<file path="config.mk">
export PLATFORM = sky130hd
export DESIGN_NAME = cfifo_chain
export DESIGN_NICKNAME = d
export VERILOG_FILES = /design/src/rtl/cfifo_pkg.sv /design/src/rtl/cfifo_ptr.sv /design/src/rtl/cfifo_store.sv /design/src/rtl/cfifo_slice.sv /design/src/rtl/cfifo_chain.sv
export SDC_FILE = /design/constraint.sdc
export NUM_CORES = 1
export LEC_CHECK = 0
export BUFFER_PORTS_ARGS = -buffer_cell sky130_fd_sc_hd__buf_2
export CAP_MARGIN = 20
export CORE_MARGIN = 10
export CORE_UTILIZATION = 34
export CTS_CLUSTER_SIZE = 20
export DETAILED_ROUTE_END_ITERATION = 12
export GPL_ROUTABILITY_DRIVEN = 0
export HOLD_SLACK_MARGIN = 0.02
export PLACE_DENSITY = 0.61
export SLEW_MARGIN = 25
export SYNTH_ARGS = -nofsm -noshare
export SYNTH_HDL_FRONTEND = slang
export SYNTH_SLANG_ARGS = --single-unit
</file>
<file path="constraint.sdc">
create_clock -name clk_i -period 3.1 [get_ports clk_i]
set_input_delay 0.155 -clock clk_i [delete_from_list [all_inputs] [get_ports clk_i]]
set_output_delay 0.155 -clock clk_i [all_outputs]
set_load 0.05 [all_outputs]
</file>
<file path="src/rtl/cfifo_pkg.sv">
package cfifo_pkg;
  localparam int WORD_W = 9;

  // expansion link: one-cycle pulse plus token type (0 write, 1 read)
  typedef struct packed {
    logic vld;
    logic rd;
  } xpass_t;
endpackage

</file>
<file path="src/rtl/cfifo_ptr.sv">
module cfifo_ptr #(
  parameter int DEPTH = 8,
  localparam int AW = $clog2(DEPTH)
) (
  input  logic        clk_i,
  input  logic        rst_ni,
  input  logic        adv_i,
  output logic [AW:0] ptr_o,
  output logic        at_last_o
);
  logic [AW:0] ptr_q;

  always_ff @(posedge clk_i or negedge rst_ni) begin
    if (!rst_ni)    ptr_q <= '0;
    else if (adv_i) ptr_q <= ptr_q + 1'b1;
  end

  assign ptr_o     = ptr_q;
  assign at_last_o = (ptr_q[AW-1:0] == AW'(DEPTH - 1));
endmodule

</file>
<file path="src/rtl/cfifo_store.sv">
module cfifo_store #(
  parameter int DEPTH = 8,
  parameter int W = 9,
  localparam int AW = $clog2(DEPTH)
) (
  input  logic          clk_i,
  input  logic          we_i,
  input  logic [AW-1:0] waddr_i,
  input  logic [W-1:0]  wdata_i,
  input  logic [AW-1:0] raddr_i,
  output logic [W-1:0]  rdata_o
);
  logic [W-1:0] mem_q [DEPTH];

  always_ff @(posedge clk_i) begin
    if (we_i) mem_q[waddr_i] <= wdata_i;
  end

  assign rdata_o = mem_q[raddr_i];
endmodule

</file>
<file path="src/rtl/cfifo_slice.sv">
module cfifo_slice
  import cfifo_pkg::*;
#(
  parameter int DEPTH = 8,
  parameter int W = WORD_W,
  localparam int AW = $clog2(DEPTH)
) (
  input  logic         clk_i,
  input  logic         rst_ni,
  input  logic         first_load_ni,
  input  logic         wr_i,
  input  logic         rd_i,
  input  logic [W-1:0] data_i,
  input  xpass_t       xin_i,
  output xpass_t       xout_o,
  output logic [W-1:0] data_o,
  output logic         full_o,
  output logic         empty_o,
  output logic         wr_own_o,
  output logic         rd_own_o
);
  logic [AW:0]  wptr, rptr;
  logic         w_last, r_last;
  logic         wr_go, rd_go;
  logic         wr_own_q, rd_own_q;
  logic [W-1:0] rdata;

  assign empty_o = (wptr == rptr);
  assign full_o  = (wptr[AW] != rptr[AW]) && (wptr[AW-1:0] == rptr[AW-1:0]);

  assign wr_go = wr_i & wr_own_q & ~full_o;
  assign rd_go = rd_i & rd_own_q & ~empty_o;

  cfifo_ptr #(.DEPTH(DEPTH)) u_wptr (
    .clk_i, .rst_ni, .adv_i(wr_go), .ptr_o(wptr), .at_last_o(w_last)
  );

  cfifo_ptr #(.DEPTH(DEPTH)) u_rptr (
    .clk_i, .rst_ni, .adv_i(rd_go), .ptr_o(rptr), .at_last_o(r_last)
  );

  cfifo_store #(.DEPTH(DEPTH), .W(W)) u_mem (
    .clk_i,
    .we_i   (wr_go),
    .waddr_i(wptr[AW-1:0]),
    .wdata_i(data_i),
    .raddr_i(rptr[AW-1:0]),
    .rdata_o(rdata)
  );

  // a write pass and a read pass cannot coincide: reading the last slot
  // while writing it implies full, which blocks the write
  always_comb begin
    xout_o.vld = (wr_go & w_last) | (rd_go & r_last);
    xout_o.rd  = rd_go & r_last;
  end

  // incoming pass has priority so a one-slice ring keeps its own tokens
  always_ff @(posedge clk_i or negedge rst_ni) begin
    if (!rst_ni) begin
      wr_own_q <= ~first_load_ni;
      rd_own_q <= ~first_load_ni;
    end else begin
      if (xin_i.vld && !xin_i.rd)   wr_own_q <= 1'b1;
      else if (wr_go && w_last)     wr_own_q <= 1'b0;
      if (xin_i.vld && xin_i.rd)    rd_own_q <= 1'b1;
      else if (rd_go && r_last)     rd_own_q <= 1'b0;
    end
  end

  assign wr_own_o = wr_own_q;
  assign rd_own_o = rd_own_q;
  assign data_o   = (rd_own_q && !empty_o) ? rdata : '0;
endmodule

</file>
<file path="src/rtl/cfifo_chain.sv">
module cfifo_chain
  import cfifo_pkg::*;
#(
  parameter int NUM_SLICES  = 3,
  parameter int SLICE_DEPTH = 8
) (
  input  logic              clk_i,
  input  logic              rst_ni,
  input  logic              wr_i,
  input  logic              rd_i,
  input  logic [WORD_W-1:0] data_i,
  output logic [WORD_W-1:0] data_o,
  output logic              full_o,
  output logic              empty_o
);
  xpass_t            xout [NUM_SLICES];
  logic [WORD_W-1:0] sdata [NUM_SLICES];
  logic [NUM_SLICES-1:0] s_full, s_empty;
  logic [NUM_SLICES-1:0] wr_own, rd_own;
  logic [NUM_SLICES-1:0] pass_vld, pass_rd;

  for (genvar i = 0; i < NUM_SLICES; i++) begin : g_slice
    localparam int PREV = (i == 0) ? NUM_SLICES - 1 : i - 1;

    cfifo_slice #(.DEPTH(SLICE_DEPTH), .W(WORD_W)) u_slice (
      .clk_i,
      .rst_ni,
      .first_load_ni((i == 0) ? 1'b0 : 1'b1),
      .wr_i,
      .rd_i,
      .data_i,
      .xin_i   (xout[PREV]),
      .xout_o  (xout[i]),
      .data_o  (sdata[i]),
      .full_o  (s_full[i]),
      .empty_o (s_empty[i]),
      .wr_own_o(wr_own[i]),
      .rd_own_o(rd_own[i])
    );

    assign pass_vld[i] = xout[i].vld;
    assign pass_rd[i]  = xout[i].rd;
  end

  always_comb begin
    data_o = '0;
    for (int i = 0; i < NUM_SLICES; i++) data_o |= sdata[i];
  end

  assign full_o  = &s_full;
  assign empty_o = &s_empty;
endmodule

</file>
**After elaboration in Yosys (flattened, before gate mapping)**

Memory sizes are Yosys's and may differ from the RTL's.
Index checks and enable logic that the tools add are counted.
Widths: inputs -> output; s select.

- Add/sub/neg operators: 6
- Eq/ne operators: 15
- Multiplexer cells: 21
- Bitwise operators: 29
- Reduce and logical (&&, ||, !) cells: 32

Operators with widths:

| cell | number |
|---|---|
| $mux 9 | 3 |
| $add 4x1->4 const B | 6 |
| $and 1x1->1 | 18 |
| $eq 3x3->1 const B | 6 |
| $logic_and 1x1->1 | 18 |
| $mux 1 | 18 |
| $or 9x9->9 | 2 |
| $eq 4x4->1 | 3 |
| $reduce_bool 2->1 | 6 |
| $eq 3x3->1 | 3 |
| $logic_not 1->1 | 6 |
| $not 1->1 | 6 |
| $reduce_and 3->1 | 2 |
| $ne 1x1->1 | 3 |
| $or 1x1->1 | 3 |

- Flip-flop bits (word level): 30
- RAM bits: 216
- Input bits: 13
- Output and inout bits: 11
- Word-level logic and storage cells: 118
- Memories kept: 3

Memory list:

| name | words | width | read ports | clocked after memory_dff | write ports | RTL line | RTL |
|---|---|---|---|---|---|---|---|
| g_slice[0].u_slice.u_mem.mem_q | 8 | 9 | 1 | 0 | 1 | cfifo_store.sv:13 | `logic [W-1:0] mem_q [DEPTH];` |
| g_slice[1].u_slice.u_mem.mem_q | 8 | 9 | 1 | 0 | 1 | cfifo_store.sv:13 |  |
| g_slice[2].u_slice.u_mem.mem_q | 8 | 9 | 1 | 0 | 1 | cfifo_store.sv:13 |  |

**Depth between registers and ports, before layout**

- Depth in word-level cells: 8
- Depth in mapped cells: 6
- Depth with buffers taken out: 5

**Worst setup path before layout**

OpenSTA, ideal clock, no wires.

- Path type: flip-flop to output port
- Start: reg g_slice[0].u_slice.u_rptr.ptr_q[0]
- End: out empty_o
- Arrival time: 2.748 ns
- Setup slack: 0.197 ns
- Stages on the path, launching flop included: 6
- Path buffers: 1
- Cell sequence: dfrtp_1 > buf_2 > xnor2_1 > nand3_1 > or3_1 > nor4_1

- Cells in the longest elaborated chain, start to end: 2

Ends and longest elaborated chain:

| what | RTL line | RTL |
|---|---|---|
| start, declared | cfifo_ptr.sv:11 | `logic [AW:0] ptr_q;` |
| start signal, assigned | cfifo_ptr.sv:15 | `else if (adv_i) ptr_q <= ptr_q + 1'b1;` |
| $eq 4x4->1 | cfifo_slice.sv:28 | `assign empty_o = (wptr == rptr);` |
| $reduce_and 3->1 | cfifo_chain.sv:51 | `assign empty_o = &s_empty;` |
| end, declared | cfifo_chain.sv:14 | `output logic empty_o` |

No other way between the ends.

**Final worst setup path**

- Start: reg g_slice[1].u_slice.u_rptr.ptr_q[0]
- End: out data_o[4]

- Cells in the longest elaborated chain, start to end: 6

Ends and longest elaborated chain:

| what | RTL line | RTL |
|---|---|---|
| start, declared | cfifo_ptr.sv:11 |  |
| start signal, assigned | cfifo_ptr.sv:15 |  |
| branches (longest 3 deep; another with $mem_v2 8x9) | - |  |
| $mux 9 * | cfifo_slice.sv:73 | `assign data_o = (rd_own_q && !empty_o) ? rdata : '0;` |
| $or 9x9->9 * (2 in series) | cfifo_chain.sv:47 | `for (int i = 0; i < NUM_SLICES; i++) data_o \|= sdata[i];` |
| end, declared | cfifo_chain.sv:12 | `output logic [WORD_W-1:0] data_o,` |

Every way passes the cells marked *.

==> impl_metrics.toml <==
[layout]
nFillCells = 2563
syn_to_final_growth_pct = 15.0
drive_gt1_share_pct = 28.4
number_of_nets_in_the_layout = 591
antenna-diode-count = 0

[yosys]
post_synth_fa_ha_maj_area_fraction_pct = 1.50
synth_enable_flop_cells = 216
synthMostInstantiatedCell = "edfxtp_1"
asyncSetResetFlopFracSynth_pct = 12.2
avgSynthCellArea_sq_um = 19.8
synth.mux.area_fraction_pct = 16.3
synth.top_cells.by_count = "edfxtp_1 (216), mux4_2 (54), dfrtp_1 (28)"
synth_largest_type_area_fraction_pct = 64.6
synthesis.nets = 533
synth_flop_cell = "edfxtp_1"
dominant_combinational_cell_family_by_area_after_synthesis = "multiplexers"
synthSimpleGateAreaFrac_pct = 3.30
synth_area_in_compound_gates_pct = 2.72
synth.ff_latch_count = 246
yosys.area_share.xor_xnor_pct = 2.43
synth.cell_area_sq_um = 10000
yosysSeqAreaShare_pct = 72.1
ys_warn_count = 0
ys_types = 39
synthCells = 508
synthTopCellsByArea = "edfxtp_1 (65%), mux4_2 (12%), dfrtp_1 (7.0%)"
synthDominantAreaCellType = "edfxtp_1"

[global_route]
grt_pass1_wl_um = 31000
busiest_layer = "met2"
gr-usage-all-layers_pct = 11.0
grtUsageMet2_pct = 18.1
grt_antenna_before_repair = 0
grt_max_degree = 31
globalRouteOverflowTotal = 0
grtUsageMet1_pct = 14.5
vias_in_the_first_global_route = 5180
grt_util_met3_pct = 1.83

[timing]
hold_viol_final = 0
setup-violations-final = 0
finalSetupTns_ps = 0
whs_ps = 62.2
clock_period_minus_worst_slack_ps = 2860
rsz0062_at_grt = "no"
timing.slew.headroom_pct = 52.6
final_min_period_over_clock_period_pct = 92.2
fmax_ghz = 0.350
finClkSkew_ps = 16.8
tightestPinTransition_ps = 711
finalMaxSlewViolations = 0

[placed_design]
place.detailed.hpwl_um = 13300
io_buffer_count = 23

[clocking]
cts_sinks = 246
post_cts.resized_instances = 0
tritoncts.num_buffers = 25
clock_latency_ps = 530
clockBufferDepth = 3
cts_max_level = 1
clockRootBuffer = "clkbuf_16"
clk_pin_slew_worst_paths_ps = 60
tritoncts_clock_tree = "built"

[routing]
remaining_drc_errors = 0
drt_iter0_markers = 410
drt_first_pass_iters = 5
detail_route.wl_per_cell_um = 20.7
vias_per_cell = 4.95
routed_wirelength_um = 20100
detail-route-antenna-nets = 0
vias = 4795

[pwr]
power.internal_w = 0.00662
power_switching_share_pct = 31.9
total_leakage_power_nw = 3.95
power.share.clock_pct = 29.6
power.density_nw_per_um2 = 842
pwr-share-seq_pct = 39.4
switching_power_w = 0.00310
worst_ir_drop_vdd_v = 0.00101
power.share.combinational_pct = 31.0

[worst_hold_path]
timing.hold.worst.class = "input pin to flip-flop"
hold_path_cells = 1

[critical_path]
cp.required_ps = 2940
worst-endpoint-arrival_ps = 2700
capturing_element_type_of_the_critical_path = "primary output"
path_class = "flip-flop to primary output"
worst_setup_path_start_kind = "flip-flop"
worst_r2r_path_depth = 4
timing.critical_path.fanout_max = 10

[die]
rows = 62
design.die.area_sq_um = 36800
core_area_sq_um = 28900
die_w_um = 192
start_util_pct = 34.7
floorplan.die.height_um = 192
ioPinCount = 24

[outcome]
status = "finished clean"

[run]
max-cap-violations = 0
==> cells by family after synthesis <==
group,after synthesis
and+or+nand+nor,65
xor gates and xnor gates,27
adders and majority gates,12
muxes,93
DFF,246
AOI/OAI and AO/OA,33
buffers and inverters,32
==> power groups by stage <==
stage          clock network (W)  registers (W)  logic [W]
2_1_floorplan                  0        0.00385    0.00236
3_3_place_gp                   0        0.00389    0.00304
3_5_place_dp                   0        0.00390    0.00308
4_1_cts                  0.00296        0.00383    0.00309
5_1_grt                  0.00309        0.00384    0.00325
6_report                 0.00288        0.00383    0.00302
==> cell usage in the layout (no fill, tap or decap), types with 2 or more instances in the layout <==
cell type and count:
edfxtp_1 216, mux4_2 54, buf_4 31, dfrtp_1 28
mux2i_1 27, clkbuf_16 25, buf_2 23, xnor2_1 16
nor2_1 16, nand2_1 12, ha_1 12, o21ai_0 11
xor2_1 10, o22a_1 9, nand2b_1 9, nor3_1 8
clkinv_2 8, nand3_1 7, inv_1 6, mux2_2 6
clkbuf_1 5, nand4_1 4, mux2_4 4, a41o_1 3
a41oi_2 3, or2_4 3, clkinv_1 3, dlygate4sd3_1 3
nor4_1 2, mux2_1 2, a32o_1 2, o211ai_1 2
bufinv_16 2, clkinvlp_4 2, dfstp_2 2
==> sequential cells by signal (all words and copies together) (netlist names) <==
register,cells
g_slice.u_slice.u_wptr.ptr_o,12
g_slice.u_slice.rd_own_o,3
g_slice.u_slice.u_mem.mem_q,216
g_slice.u_slice.wr_own_o,3
g_slice.u_slice.u_rptr.ptr_o,12
==> stage by stage <==
stage | util [%] | area (sq um) | total power [W] | instances | setup WS, ps
global route | 39.9 | 11500 | 0.0102 | 969 | 43.5
detailed placement | 37.1 | 10700 | 0.00698 | 920 | 727
CTS | 39.9 | 11500 | 0.00988 | 969 | 163
global placement | 37.1 | 10700 | 0.00693 | 920 | 761
floorplan | - | 10000 | 0.00622 | 508 | 197
finish | 39.9 | 11500 | 0.00972 | 969 | 241
==> final timing paths <==
kind	from	endpoint	slack, ps
min in group asynchronous	rst_ni	g_slice[0].u_slice.u_rptr.ptr_o[0]$_DFFE_PN0P_	220
max reg2reg	g_slice[1].u_slice.u_rptr.ptr_o[0]$_DFFE_PN0P_	g_slice[1].u_slice.u_mem.mem_q[7][4]$_DFFE_PP_	790
max	g_slice[1].u_slice.u_rptr.ptr_o[0]$_DFFE_PN0P_	data_o[4]	240
min	data_i[3]	g_slice[0].u_slice.u_mem.mem_q[6][3]$_DFFE_PP_	60
min reg2reg	g_slice[0].u_slice.wr_own_o$_DFFE_PN1P_	g_slice[0].u_slice.wr_own_o$_DFFE_PN1P_	490
max in group asynchronous	rst_ni	g_slice[1].u_slice.u_rptr.ptr_o[3]$_DFFE_PN0P_	2410
==> repair_timing <==
action	4_1_cts	5_1_grt
buffers inserted	0	0
hold buffers	3	0
setup endpoints to repair	0	0
endpoints found under the hold margin	31	0
==> critical path, stage by stage (launching register included) <==
cell	delay, ps
dfrtp_1	680
buf_4	320
mux4_2	510
mux2i_1	200
o21ai_0	190
buf_2	280
==> layout make-up <==
type	count	area, sq um	share of cell area, %
clock buffer	30	644	5.58
sequential	246	7240	62.7
tap	384	480	4.16
timing repair buffer	57	378	3.27
inverter	6	22.5	0.195
clock inverter	16	146	1.27
multi-input combinational	230	2640	22.8
==> layer usage <==
| metal | vias to the layer above | share of wire (%) |
|---|---|---|
| met5 | - | 0 |
| met4 | 0 | 2.1 |
| met3 | 32 | 6.2 |
| met2 | 130 | 50 |
| met1 | 2468 | 42 |
| li1 | 2165 | - |
Note: power is estimated with default switching activity, not from simulation.
